### src/rtl/ipi_pkg.sv
package ipi_pkg;
    typedef enum logic {
        IPI_MACHINE = 1'b0,
        IPI_SUPER   = 1'b1
    } ipi_mode_e;

    typedef enum logic {
        LANE_IDLE   = 1'b0,
        LANE_RAISED = 1'b1
    } lane_state_e;
endpackage

### src/rtl/ipi_decode.sv
module ipi_decode #(
    parameter int NUM_HARTS = 4,
    parameter int ADDR_W    = 6,
    parameter int IDX_W     = 2
) (
    input  logic                 clk,
    input  logic                 rst_n,
    input  logic                 bus_req,
    input  logic                 bus_we,
    input  logic [ADDR_W-1:0]    bus_addr,
    input  logic [3:0]           bus_be,
    input  logic                 wbit,
    output logic [NUM_HARTS-1:0] set_sel,
    output logic [NUM_HARTS-1:0] wclr_sel,
    output logic                 rd_hit,
    output logic [IDX_W-1:0]     rd_idx
);
    localparam int WORD_W = ADDR_W - 2;

    logic [WORD_W-1:0] word;
    logic              in_range;
    logic              legal;

    assign word     = bus_addr[ADDR_W-1:2];
    assign in_range = (int'(word) < NUM_HARTS);
    assign legal    = bus_req && (bus_addr[1:0] == 2'b00) && (bus_be == 4'hF) && in_range;
    assign rd_hit   = legal && !bus_we;
    assign rd_idx   = word[IDX_W-1:0];

    for (genvar i = 0; i < NUM_HARTS; i++) begin : g_sel
        assign set_sel[i]  = legal && bus_we &&  wbit && (word == WORD_W'(i));
        assign wclr_sel[i] = legal && bus_we && !wbit && (word == WORD_W'(i));
    end

    AST_ONE_LANE: assert property (@(posedge clk) disable iff (!rst_n)
        $onehot0(set_sel | wclr_sel));
    AST_BAD_ADDR_NO_SEL: assert property (@(posedge clk) disable iff (!rst_n)
        (bus_addr[1:0] != 2'b00 || bus_be != 4'hF) |-> ((set_sel | wclr_sel) == '0 && !rd_hit));
endmodule

### src/rtl/ipi_lane.sv
module ipi_lane
    import ipi_pkg::*;
#(
    parameter ipi_mode_e MODE = IPI_MACHINE
) (
    input  logic clk,
    input  logic rst_n,
    input  logic set_i,
    input  logic wclr_i,
    input  logic ack_i,
    output logic irq
);
    lane_state_e state_q, state_d;

    always_comb begin
        state_d = state_q;
        unique case (state_q)
            LANE_IDLE: begin
                if (set_i) state_d = LANE_RAISED;
            end
            LANE_RAISED: begin
                if (MODE == IPI_MACHINE) begin
                    if (wclr_i) state_d = LANE_IDLE;
                end else begin
                    if (ack_i && !set_i) state_d = LANE_IDLE;
                end
            end
            default: state_d = LANE_IDLE;
        endcase
    end

    always_ff @(posedge clk or negedge rst_n) begin
        if (!rst_n) state_q <= LANE_IDLE;
        else        state_q <= state_d;
    end

    always_comb begin
        irq = (state_q == LANE_RAISED);
    end

    AST_SET_RAISES: assert property (@(posedge clk) disable iff (!rst_n)
        set_i |=> irq);
    if (MODE == IPI_MACHINE) begin : g_mach_chk
        AST_MACH_WCLR: assert property (@(posedge clk) disable iff (!rst_n)
            wclr_i |=> !irq);
        AST_MACH_ACK_INERT: assert property (@(posedge clk) disable iff (!rst_n)
            (ack_i && !set_i && !wclr_i) |=> $stable(irq));
    end else begin : g_sup_chk
        AST_SUP_WCLR_HOLD: assert property (@(posedge clk) disable iff (!rst_n)
            (wclr_i && !ack_i) |=> $stable(irq));
        AST_SUP_ACK_CLEARS: assert property (@(posedge clk) disable iff (!rst_n)
            (ack_i && !set_i) |=> !irq);
    end
endmodule

### src/rtl/ipi_doorbell.sv
module ipi_doorbell
    import ipi_pkg::*;
#(
    parameter int        NUM_HARTS = 4,
    parameter int        ADDR_W    = 6,
    parameter ipi_mode_e MODE      = IPI_MACHINE
) (
    input  logic                 clk,
    input  logic                 rst_n,
    input  logic                 bus_req,
    input  logic                 bus_we,
    input  logic [ADDR_W-1:0]    bus_addr,
    input  logic [3:0]           bus_be,
    input  logic [31:0]          bus_wdata,
    output logic [31:0]          bus_rdata,
    input  logic [NUM_HARTS-1:0] hart_ack,
    output logic [NUM_HARTS-1:0] irq_o
);
    localparam int IDX_W = (NUM_HARTS > 1) ? $clog2(NUM_HARTS) : 1;

    logic [NUM_HARTS-1:0] set_sel;
    logic [NUM_HARTS-1:0] wclr_sel;
    logic                 rd_hit;
    logic [IDX_W-1:0]     rd_idx;

    ipi_decode #(
        .NUM_HARTS(NUM_HARTS),
        .ADDR_W   (ADDR_W),
        .IDX_W    (IDX_W)
    ) u_decode (
        .clk     (clk),
        .rst_n   (rst_n),
        .bus_req (bus_req),
        .bus_we  (bus_we),
        .bus_addr(bus_addr),
        .bus_be  (bus_be),
        .wbit    (bus_wdata[0]),
        .set_sel (set_sel),
        .wclr_sel(wclr_sel),
        .rd_hit  (rd_hit),
        .rd_idx  (rd_idx)
    );

    for (genvar i = 0; i < NUM_HARTS; i++) begin : g_lane
        ipi_lane #(.MODE(MODE)) u_lane (
            .clk   (clk),
            .rst_n (rst_n),
            .set_i (set_sel[i]),
            .wclr_i(wclr_sel[i]),
            .ack_i (hart_ack[i]),
            .irq   (irq_o[i])
        );
    end

    always_ff @(posedge clk or negedge rst_n) begin
        if (!rst_n)
            bus_rdata <= '0;
        else if (rd_hit && MODE == IPI_MACHINE)
            bus_rdata <= {31'b0, irq_o[rd_idx]};
        else
            bus_rdata <= '0;
    end

    AST_RD_ZERO_NO_HIT: assert property (@(posedge clk) disable iff (!rst_n)
        !rd_hit |=> (bus_rdata == '0));
    AST_RD_UPPER_ZERO: assert property (@(posedge clk) disable iff (!rst_n)
        bus_rdata[31:1] == '0);
    if (MODE == IPI_SUPER) begin : g_sup_rd
        AST_SUP_RD_ZERO: assert property (@(posedge clk) disable iff (!rst_n)
            rd_hit |=> (bus_rdata == '0));
    end
endmodule

### config.mk
export PLATFORM = sky130hd
export DESIGN_NAME = ipi_doorbell
export DESIGN_NICKNAME = d
export VERILOG_FILES = /design/src/rtl/ipi_pkg.sv /design/src/rtl/ipi_decode.sv /design/src/rtl/ipi_lane.sv /design/src/rtl/ipi_doorbell.sv
export SDC_FILE = /design/constraint.sdc
export NUM_CORES = 1
export LEC_CHECK = 0
export BUFFER_PORTS_ARGS = -buffer_cell sky130_fd_sc_hd__buf_2
export CAP_MARGIN = 10
export CORE_AREA = 2 2 51 53
export CTS_BUF_LIST = sky130_fd_sc_hd__clkbuf_4
export CTS_CLUSTER_SIZE = 20
export DETAILED_ROUTE_END_ITERATION = 12
export DIE_AREA = 0 0 53 55
export PLACE_DENSITY = 0.72
export REMOVE_ABC_BUFFERS = 1
export SYNTH_ARGS = -nofsm -noshare
export SYNTH_HDL_FRONTEND = slang
export SYNTH_SLANG_ARGS = --single-unit
### constraint.sdc
create_clock -name clk -period 3.9 [get_ports clk]
set_clock_uncertainty 0.2 [all_clocks]
set_input_delay 1.17 -clock clk [delete_from_list [all_inputs] [get_ports clk]]
set_output_delay 1.17 -clock clk [all_outputs]
set_load 0.05 [all_outputs]
== After elaboration in Yosys (flattened, before gate mapping) ==
Index checks and enable logic that the tools add are counted.
Operators by class
  add/sub/neg operators: 0
  multiply operators: 0
  div/mod/pow operators: 0
  magnitude comparators: 2
  eq/ne operators: 4
  shift operators: 0
  mux-type cells: 15
  bitwise logic cells: 4
  reductions and logical operators: 19
Operators by type and width (number)
  $logic_and A1 B1 Y1: 15
  $mux W1: 10
  $eq A4 B2 Y1 const B: 2
  $pmux W1 S2: 4
  $eq A4 B1 Y1 const B: 1
  $eq A4 B4 Y1 const B: 1
  $logic_not A4 Y1: 1
  $lt A4 B3 Y1 const B: 1
  $not A1 Y1: 4
  $lt A2 B3 Y1 const B: 1
  $bmux W1 S2: 1
  $logic_not A1 Y1: 2
  $logic_not A2 Y1: 1
Storage, ports and cells
  register bits: 5
  latch bits: 0
  bits in writable memories: 0
  bits in read-only memories: 0
  bits of input ports: 50
  output and inout bits: 36
  word-level logic and storage cells: 49
  memories: 0

== Logic depth before layout (Yosys ltp) ==
Gate-level depths: netlist of the first run.
  word-level depth: 9
  gate-level depth with buffers: 3
  depth with buffers taken out: 3

== Modules after synthesis ==
A second synthesis of the first run with hierarchy kept.
Unflattened totals
  cells, all modules: 70
  area total of the unflattened synthesis: 683.2 um^2
Modules (own cells, without submodules)
  ipi_doorbell: times used 1, cells each 35, area an instance 290.3 um^2, seq. area each 25.0 um^2
  ipi_decode: times used 1, cells each 23, area an instance 237.7 um^2, seq. area each 0.0 um^2
  ipi_lane: times used 4, cells each 3, area an instance 38.8 um^2, seq. area each 25.0 um^2

== Worst setup path before layout of the first run ==
Ideal clock, no wire load.
  kind: input to register
  start: input bus_addr[4]
  end: register g_lane[0].u_lane.state_q
  library setup time: 127 ps
  arrival: 1892 ps
  setup slack: 1681 ps
  stages: 3
  buffers on the path: 0
  path through: and4bb_2 -> nand4_1 -> mux2_1
Between the ends
  longest elaborated chain between the ends: 7
  elaborated cells between the ends (all ways): 11
  classes of those cells: order compare (1); mux (3); reduce/logical (7)
RTL lines
  start: declaration: line ipi_doorbell.sv:12  | input logic [ADDR_W-1:0] bus_addr,
  $lt A4 B3 Y1: line ipi_decode.sv:25  | assign in_range = (int'(word) < NUM_HARTS);
  $logic_and A1 B1 Y1: line ipi_decode.sv:26  | assign legal = bus_req && (bus_addr[1:0] == 2'b00) && (bus_be == 4'hF) && in_range;
  $logic_and A1 B1 Y1: line ipi_decode.sv:31, ipi_decode.sv:32
  $logic_and A1 B1 Y1 (on tied branches) (2 in a row): line ipi_decode.sv:32, ipi_decode.sv:31
  $mux W1 (on tied branches): line ipi_lane.sv:23, ipi_lane.sv:19
  $pmux W1 S2 *: line ipi_lane.sv:17  | unique case (state_q)
  named net g_lane[0].u_lane.state_d: line ipi_lane.sv:13  | lane_state_e state_q, state_d;
  end signal: assignment: line ipi_lane.sv:34  | else state_q <= state_d;
  end: declaration: line ipi_lane.sv:13
Mark *: on every way through the listed nets, which the timed path passes. The rest lies on a longest branch.

== Worst setup path in the final report of the first run ==
  start: register g_lane[0].u_lane.state_q
  end: output irq_o[0]
RTL lines
  end: declaration: line ipi_doorbell.sv:17  | output logic [NUM_HARTS-1:0] irq_o
No word-level cell between the ends.

==> results of run 1 <==
[cell families after synthesis]
kind of cell / after synthesis
and+or+nand+nor: 13
other: 1
buffers and inverters: 35
muxes: 5
DFF: 5
[power groups by stage]
stage / logic [W] / clock network (W) / registers, W
after floorplan: 0.0000696 / 0 / 0.0000546
after global placement: 0.0000808 / 0 / 0.0000534
after detailed placement: 0.0000819 / 0 / 0.0000534
after CTS: 0.0000819 / 0.0000668 / 0.0000525
after global routing: 0.0000864 / 0.0000690 / 0.0000525
final: 0.0000823 / 0.0000645 / 0.0000525
[worst paths after layout]
path | start | to | slack [ns] | cells after the start
min reg2reg | g_lane[2].u_lane.irq | g_lane[2].u_lane.irq | 0.31 | 1
max in group asynchronous | rst_n | g_lane[3].u_lane.irq | 2.84 | 1
max reg2reg | g_lane[1].u_lane.irq | bus_rdata[0] | 2.61 | 2
max | g_lane[0].u_lane.irq | irq_o[0] | 1.62 | 1
min | g_lane[2].u_lane.irq | g_lane[2].u_lane.irq | 0.31 | 1
min in group asynchronous | rst_n | g_lane[0].u_lane.irq | 0.52 | 1
[state kept, by name, summed over array words and instances (netlist names)]
register,flops
g_lane.u_lane.irq,4
bus_rdata,1
[synthesized netlist by cell type]
| cell | n | area, um^2 |
|---|---|---|
| and2_1 | 1 | 6.26 |
| and3_1 | 1 | 6.26 |
| and3b_1 | 2 | 17.5 |
| and4bb_2 | 1 | 12.5 |
| buf_4 | 35 | 263 |
| conb_1 | 1 | 3.75 |
| dfrtp_1 | 5 | 125 |
| mux2_1 | 4 | 45.0 |
| mux4_2 | 1 | 22.5 |
| nand2_1 | 1 | 3.75 |
| nand4_1 | 4 | 25.0 |
| nor3b_1 | 1 | 7.51 |
| nor3b_4 | 1 | 18.8 |
| nor4bb_1 | 1 | 10.0 |
[metal layers]
layer,part of all wire (%),routed length [um],global-route usage [%],up-vias
li1,-,-,-,172
met5,0,0,0,-
met3,14,139,3.49,3
met2,48,463,10.8,38
met4,2.8,27,6.41,0
met1,35,335,6.73,172
[cell type report]
cell class / count / area [um^2]
clock buffers: 3 / 22.5
well taps: 30 / 37.5
clock inverters: 1 / 5.00
repair buffers: 19 / 95.1
fillers: 258 / 1790
flip-flops and latches: 5 / 125
multi-input cells: 49 / 292
[through the flow]
step	instance area, um^2	cells	worst slack, ns	utilization (%)
2_1_floorplan	417	54	1.68	-
3_3_place_gp	549	103	1.52	23.2
3_5_place_dp	549	103	1.49	23.2
4_1_cts	577	107	1.61	24.4
5_1_grt	577	107	1.59	24.4
6_report	577	107	1.62	24.4
==> key figures, run 1 <==
Status
  • Outcome: finished clean

Job
  • Max Cap Violations: 0

GRT
  • Gr ovfl total: 0
  • Largest net degree at the start of global routing: 6
  • GRT Util Overall: 6.94%
  • Initial antenna violation count: 0
  • Vias in the first global route: 292
  • First-pass GRT wire length: 1.29 mm

Setup path
  • CP peak stage delay: 0.37 ns
  • CP Launch Type: flip-flop
  • Cell family with most CP delay: flip-flops
  • Critical Path AT: 0.91 ns
  • Critical path buffers and inverters: 1
  • Critical path type: reg -> out
  • CP cell instances: buf_2
  • Worst setup EP type: output pin
  • WP data required: 2.53 ns
  • Worst path slowest cell: dfrtp_1
  • Critical path fanouts, max: 3

Routing
  • Routed vias: 385
  • Routed wire length per instance: 9.02 um
  • Detailed Routing Iterations Pass 1: 4
  • Via density: 3.60
  • Antenna Nets Post-Route: 0
  • # DRC: 0
  • Detailed Route WL: 965 um
  • Number of DRC markers in iteration 0: 2

Cells and area
  • Post-layout nets: 128
  • Ratio of cells with drive above 1 in the final layout: 33.8%
  • Synth-to-layout area growth: 1.77%
  • Most common cell after layout, fill and taps aside: conb_1
  • Most frequent cells in the layout: conb_1, buf_2, dfrtp_1, nand4_1, mux2_1
  • Diode count: 0

Floorplan
  • Starting density of the core: 24.0%
  • # rows: 18
  • I/O Pins: 86
  • Die Ht: 55 um
  • Die area: 0.00292 mm^2
  • Core ar.: 0.00236 mm^2
  • Chip width: 53 um

STA
  • Fin crit period: 2.28 ns
  • Fin. Hold Viols: 0
  • Final period util: 58.4%
  • Final hold slack: 0.315 ns
  • Total count of max-transition violations in the final report: 0
  • Peak Freq: 439 MHz
  • Total Neg Setup Slack: 0 ns
  • RSZ-0062 raised after global routing: false
  • Final setup viols: 0

Pwr
  • Register share of total power: 26.3%
  • Pwr per Cell Area: 346 mW/mm^2
  • Net Sw Frac: 50.6%
  • Comb pwr share: 41.3%
  • Leak: 0.340 nW
  • Tot Pwr: 0.000199 W
  • Clock power frac: 32.4%
  • VDD IR-drop max: 124 uV
  • P_sw: 0.000101 W
  • Cell Int Power: 0.0000985 W

CTS
  • CTS resizes: 0
  • Post-CTS Setup Inserts: 0
  • Clock latency on the worst-skew pair: 0.26 ns
  • Total CTS buffers: 3
  • Clk sinks: 5
  • H-tree Lvls: 1
  • CTS clk-pin slew, worst paths: 0.05 ns
  • Max clock buf depth: 2
  • Hold buffers post-CTS: 0
  • Clock Tree Root: clkbuf_4
  • CTS tree: built

Logic synthesis
  • Cells after Synth: 59
  • Main combinational cell family by area after synthesis: buffers and inverters
  • Compound-gate portion of the synthesized area: 0%
  • Post-synthesis mux area share: 11.9%
  • Cell variety after synth: 14
  • Mapped Avg Cell Area: 9.61 um^2
  • Post-synthesis simple-gate area fraction: 19.0%
  • Synthesized flop and latch total: 5
  • Synth Area in Adders: 0%
  • Yosys warns: 0
  • Xor and xnor fraction of the mapped netlist area: 0%
  • Sequential fraction of the synthesis area: 22.1%
  • Synth Cell Area: 567 um^2

Placement
  • RD Place Congestion: 0.664
  • # port buffers: 19

Hold path
  • Worst Hold Class: reg -> reg
Note: power is estimated with default switching activity, not from simulation.
==> run 2, diff against run 1 <==
==> constraint.sdc (replaced) <==
create_clock -name clk -period 2.1 [get_ports clk]
set_clock_uncertainty 0.2 [all_clocks]
set_input_delay 0.63 -clock clk [delete_from_list [all_inputs] [get_ports clk]]
set_output_delay 0.63 -clock clk [all_outputs]
set_load 0.05 [all_outputs]
==> run 2 against run 1 <==
  * Total power is 86% higher
  * Combinational power is 87% higher
  * Core utilization is 0.42 points higher
  * Setup slack worse by 1.3 ns
  * Non-clock buffer count is 1 higher
  * Global-route usage is 0.057 points higher
  * Clock-buffer cell count stayed put
  * Hold slack stayed put
  * Via count is 1.0% higher
  * Critical path depth stayed put
  * Sequential power is 86% higher
  * Clock power is 86% higher
  * Highest routed layer unchanged
==> key figures, run 2 (synthesized netlist as in run 1, its figures left out) <==
Routing
  • Routed vias: 389 (+1.0%)
  • Routed wire length per instance: 8.95 um (-0.72%)
  • # DRC: 0 (unchanged)
  • Number of DRC markers in iteration 0: 2 (unchanged)
  • Detailed Route WL: 967 um (+0.21%)
  • Via density: 3.60 (+0.10%)
  • Detailed Routing Iterations Pass 1: 4 (unchanged)
  • Antenna Nets Post-Route: 0 (unchanged)

Setup path
  • Critical path buffers and inverters: 1 (unchanged)
  • Critical Path AT: 0.91 ns (about the same)
  • Cell family with most CP delay: flip-flops
  • Critical path fanouts, max: 3 (unchanged)
  • CP Launch Type: flip-flop
  • WP data required: 1.27 ns (-1.26 ns)
  • Worst path slowest cell: dfrtp_1
  • CP peak stage delay: 0.37 ns (about the same)
  • Critical path type: reg -> out
  • Worst setup EP type: output pin
  • CP cell instances: buf_2

CTS
  • Total CTS buffers: 3 (unchanged)
  • CTS clk-pin slew, worst paths: 0.05 ns (about the same)
  • Clk sinks: 5 (unchanged)
  • Max clock buf depth: 2 (unchanged)
  • CTS tree: built
  • Clock latency on the worst-skew pair: 0.26 ns (about the same)
  • Clock Tree Root: clkbuf_4
  • H-tree Lvls: 1 (unchanged)

Floorplan
  • Chip width: 53 um (unchanged)
  • Die area: 0.00292 mm^2 (unchanged)
  • Die Ht: 55 um (unchanged)
  • Starting density of the core: 24.0% (unchanged)
  • I/O Pins: 86 (unchanged)
  • # rows: 18 (unchanged)
  • Core ar.: 0.00236 mm^2 (unchanged)

Cells and area
  • Layout Utilization: 24.8% (+0.42 points)
  • Synth-to-layout area growth: 3.53%
  • Most common cell after layout, fill and taps aside: conb_1
  • Most frequent cells in the layout: conb_1, buf_2, dfrtp_1, nand4_1, mux2_1
  • Design area: 587 um^2 (+1.7%)
  • Ratio of cells with drive above 1 in the final layout: 33.3% (-0.43 points)
  • Diode count: 0 (unchanged)
  • Fillers: 257 (-0.39%)
  • Max reg flops: 4 (unchanged)
  • Post-layout nets: 129 (+0.78%)

GRT
  • Largest net degree at the start of global routing: 6 (unchanged)
  • GRT Util Overall: 7.00% (+0.057 points)
  • Vias in the first global route: 298 (+2.1%)
  • Gr ovfl total: 0 (unchanged)
  • Initial antenna violation count: 0 (unchanged)
  • First-pass GRT wire length: 1.31 mm (+1.6%)

Pwr
  • Net Sw Frac: 50.5% (-0.14 points)
  • Leak: 0.344 nW (+1.2%)
  • Register share of total power: 26.2% (about the same)
  • VDD IR-drop max: 230 uV (+86%)
  • P_sw: 0.000188 W (+86%)
  • Clock power frac: 32.3% (about the same)
  • Pwr per Cell Area: 633 mW/mm^2 (+83%)
  • Comb pwr share: 41.5% (+0.2 points)
  • Cell Int Power: 0.000184 W (+87%)

STA
  • Final period util: 82.7%
  • Total Neg Setup Slack: 0 ns (unchanged)
  • Fin crit period: 1.74 ns
  • Final hold slack: 0.315 ns (unchanged)
  • Final setup viols: 0 (unchanged)
  • Fin. Hold Viols: 0 (unchanged)
  • Peak Freq: 576 MHz
  • RSZ-0062 raised after global routing: false
  • Total count of max-transition violations in the final report: 0 (unchanged)

Hold path
  • Worst Hold Class: reg -> reg

Placement
  • Placed cell areas: 549 um^2 (unchanged)
  • # port buffers: 19 (unchanged)
  • RD Place Congestion: 0.664 (unchanged)

Status
  • Outcome: finished clean

Job
  • Max Cap Violations: 0 (unchanged)
## run 2: through the flow
stage          cells  total power [W]  setup slack (ns)
6_report         108         0.000372             0.363
5_1_grt          108         0.000388             0.329
4_1_cts          108         0.000375             0.349
3_5_place_dp     103         0.000251             0.228
3_3_place_gp     103         0.000249             0.263
2_1_floorplan     54         0.000231             0.420
## run 2: power groups by stage
| stage | combinational [W] | clock (W) | sequential [W] |
|---|---|---|---|
| after global placement | 0.000150 | 0 | 0.0000991 |
| after global routing | 0.000162 | 0.000128 | 0.0000975 |
| after floorplan | 0.000129 | 0 | 0.000101 |
| final | 0.000154 | 0.000120 | 0.0000976 |
| after detailed placement | 0.000152 | 0 | 0.0000992 |
| after CTS | 0.000154 | 0.000124 | 0.0000975 |
## run 2: routing by layer
metal / up-vias / part of all wire, % / GRT usage, %
met3: 3 / 14 / 3.49
met4: 0 / 2.8 / 6.41
met2: 38 / 48 / 10.8
met1: 174 / 35 / 6.90
met5: - / 0 / 0
li1: 174 / - / -
## run 2: path summary, 6_finish.rpt
check	cells past startpoint	slack, ns	from	endpoint
max in group asynchronous	2	1.04	rst_n	g_lane[3].u_lane.irq
min in group asynchronous	2	0.52	rst_n	g_lane[0].u_lane.irq
max reg2reg	2	0.81	g_lane[1].u_lane.irq	bus_rdata[0]
max	1	0.36	g_lane[0].u_lane.irq	irq_o[0]
min	1	0.31	g_lane[2].u_lane.irq	g_lane[2].u_lane.irq
min reg2reg	1	0.31	g_lane[2].u_lane.irq	g_lane[2].u_lane.irq
## run 2: repair_timing
item	in CTS	in global routing
hold buffers	1	0
buffers inserted	0	0
hold endpoints to repair	5	0
gates resized for setup	0	0
## run 2: final cells by class
class                           count  area, um^2  share of cell area [%]
Multi-Input combinational cell     49         292                    49.7
Clock inverter                      1        5.00                   0.853
Clock buffer                        3        22.5                    3.84
Tap cell                           30        37.5                    6.40
Sequential cell                     5         125                    21.3
Timing Repair Buffer               20         105                    17.9
==> run 3, diff against run 2 <==
==> constraint.sdc (replaced) <==
create_clock -name clk -period 1.6 [get_ports clk]
set_clock_uncertainty 0.2 [all_clocks]
set_input_delay 0.48 -clock clk [delete_from_list [all_inputs] [get_ports clk]]
set_output_delay 0.48 -clock clk [all_outputs]
set_load 0.05 [all_outputs]
==> run 3 against run 2 <==
  * Flip-flop and latch count unchanged
  * Setup slack got worse by 0.34 ns
  * Combinational power is 32% higher
  * Critical endpoint is now irq_o[1]
  * Hold slack worse by 0.090 ns
  * Non-clock buffer count unchanged
  * Global-route usage unchanged
  * Largest power group unchanged
  * Core utilization increased by 0.11 points
  * Total power rose by 31%
==> key figures, run 3 (synthesized netlist as in run 1, its figures left out) <==
STA
  • Final hold slack: 0.225 ns (-0.0904 ns)
  • Peak Freq: 634 MHz
  • Final period util: 98.6%
  • Total count of max-transition violations in the final report: 0 (unchanged)
  • RSZ-0062 raised after global routing: false
  • Final setup viols: 0 (unchanged)
  • Fin. Hold Viols: 0 (unchanged)
  • Fin crit period: 1.58 ns

Pwr
  • VDD IR-drop max: 302 uV (+31%)
  • Pwr per Cell Area: 828 mW/mm^2 (+31%)
  • Tot Pwr: 0.000488 W (+31%)
  • Clock power frac: 32.2% (about the same)
  • Net Sw Frac: 50.4% (about the same)
  • Comb pwr share: 41.5% (about the same)
  • P_sw: 0.000246 W (+31%)
  • Register share of total power: 26.2% (about the same)
  • Leak: 0.344 nW (about the same)
  • Cell Int Power: 0.000242 W (+31%)

Placement
  • Placed cell count: 103 (unchanged)
  • RD Place Congestion: 0.664 (unchanged)
  • # port buffers: 19 (unchanged)

Floorplan
  • Die area: 0.00292 mm^2 (unchanged)
  • I/O Pins: 86 (unchanged)
  • Starting density of the core: 24.0% (unchanged)
  • Chip width: 53 um (unchanged)
  • # rows: 18 (unchanged)
  • Core ar.: 0.00236 mm^2 (unchanged)
  • Die Ht: 55 um (unchanged)

CTS
  • Clock latency on the worst-skew pair: 0.26 ns (about the same)
  • H-tree Lvls: 1 (unchanged)
  • Clock Tree Root: clkbuf_4
  • Clk sinks: 5 (unchanged)
  • Total CTS buffers: 3 (unchanged)
  • CTS clk-pin slew, worst paths: 0.05 ns (about the same)
  • CTS tree: built
  • Post-CTS Setup Inserts: 0 (unchanged)
  • Max clock buf depth: 2 (unchanged)

Setup path
  • WP data required: 0.92 ns (-0.35 ns)
  • CP peak stage delay: 0.37 ns (about the same)
  • Critical path buffers and inverters: 1 (unchanged)
  • Critical Path AT: 0.90 ns (about the same)
  • Cell family with most CP delay: flip-flops
  • Critical path fanouts, max: 3 (unchanged)
  • Critical path type: reg -> out
  • Worst path slowest cell: dfrtp_1
  • Worst setup EP type: output pin
  • CP Launch Type: flip-flop
  • CP cell instances: buf_2

GRT
  • Initial antenna violation count: 0 (unchanged)
  • First-pass GRT wire length: 1.31 mm (unchanged)
  • Gr ovfl total: 0 (unchanged)
  • Vias in the first global route: 298 (unchanged)
  • GRT Util Overall: 7.00% (unchanged)
  • Largest net degree at the start of global routing: 6 (unchanged)

Routing
  • Antenna Nets Post-Route: 0 (unchanged)
  • # DRC: 0 (unchanged)
  • Via density: 3.58 (-0.51%)
  • Detailed Routing Iterations Pass 1: 4 (unchanged)
  • Routed wire length per instance: 8.98 um (+0.31%)
  • Detailed Route WL: 970 um (+0.31%)
  • Number of DRC markers in iteration 0: 2 (unchanged)
  • Routed vias: 387 (-0.51%)

Job
  • Max Cap Violations: 0 (unchanged)

Cells and area
  • Max reg flops: 4 (unchanged)
  • Most frequent cells in the layout: conb_1, buf_2, dfrtp_1, nand4_1, mux2_1
  • Fillers: 256 (-0.39%)
  • Post-layout nets: 129 (unchanged)
  • Synth-to-layout area growth: 3.97%
  • Diode count: 0 (unchanged)
  • Most common cell after layout, fill and taps aside: conb_1
  • Cell Count, Final, Fillers Out: 108 (unchanged)
  • Ratio of cells with drive above 1 in the final layout: 33.3% (unchanged)

Hold path
  • Worst Hold Class: in -> reg

Status
  • Outcome: finished clean
## run 3: stage by stage
| step | worst slack, ns | utilization (%) | setup TNS, ns | area (um^2) |
|---|---|---|---|---|
| final | 0.0225 | 24.9 | 0 | 589 |
| after global placement | -0.0866 | 23.2 | -0.330 | 549 |
| after CTS | 0.0125 | 24.9 | 0 | 589 |
| after global routing | 0.00332 | 24.9 | 0 | 589 |
| after floorplan | 0.0704 | - | 0 | 417 |
| after detailed placement | -0.122 | 23.2 | -0.439 | 549 |
## run 3: metal layers
layer	vias up	routed length, um	global-route usage (%)
li1	174	-	-
met1	172	344	6.90
met2	38	460	10.8
met3	3	139	3.49
met4	0	27	6.41
met5	-	0	0
## run 3: power groups by stage
stage | clock, W | sequential [W] | combinational [W]
2_1_floorplan | 0 | 0.000133 | 0.000170
3_3_place_gp | 0 | 0.000130 | 0.000197
3_5_place_dp | 0 | 0.000130 | 0.000200
4_1_cts | 0.000163 | 0.000128 | 0.000202
5_1_grt | 0.000168 | 0.000128 | 0.000213
6_report | 0.000157 | 0.000128 | 0.000203
## run 3: area by class of cell
| type | instances | area [um^2] | area share [%] |
|---|---|---|---|
| Multi-Input combinational cell | 49 | 292 | 49.5 |
| Clock buffer | 3 | 22.5 | 3.82 |
| Timing Repair Buffer | 20 | 108 | 18.3 |
| Sequential cell | 5 | 125 | 21.2 |
| Clock inverter | 1 | 5.00 | 0.849 |
| Tap cell | 30 | 37.5 | 6.37 |
## run 3: repair_timing
| item | CTS | global route |
|---|---|---|
| gates resized for setup | 1 | 0 |
| hold buffers | 1 | 0 |
| endpoints found under the hold margin | 5 | 0 |
| endpoints found under the setup margin | 1 | 0 |
## run 3: path summary, 6_finish.rpt
kind	start	endpoint	slack [ns]	cells after the start
max in group asynchronous	rst_n	g_lane[3].u_lane.irq	0.69	2
worst max register to register	g_lane[0].u_lane.irq	bus_rdata[0]	0.31	2
min in group asynchronous	rst_n	g_lane[0].u_lane.irq	0.37	2
worst min register to register	g_lane[2].u_lane.irq	g_lane[2].u_lane.irq	0.31	1
worst max-delay path	g_lane[1].u_lane.irq	irq_o[1]	0.02	1
worst min-delay path	bus_we	bus_rdata[0]	0.22	2
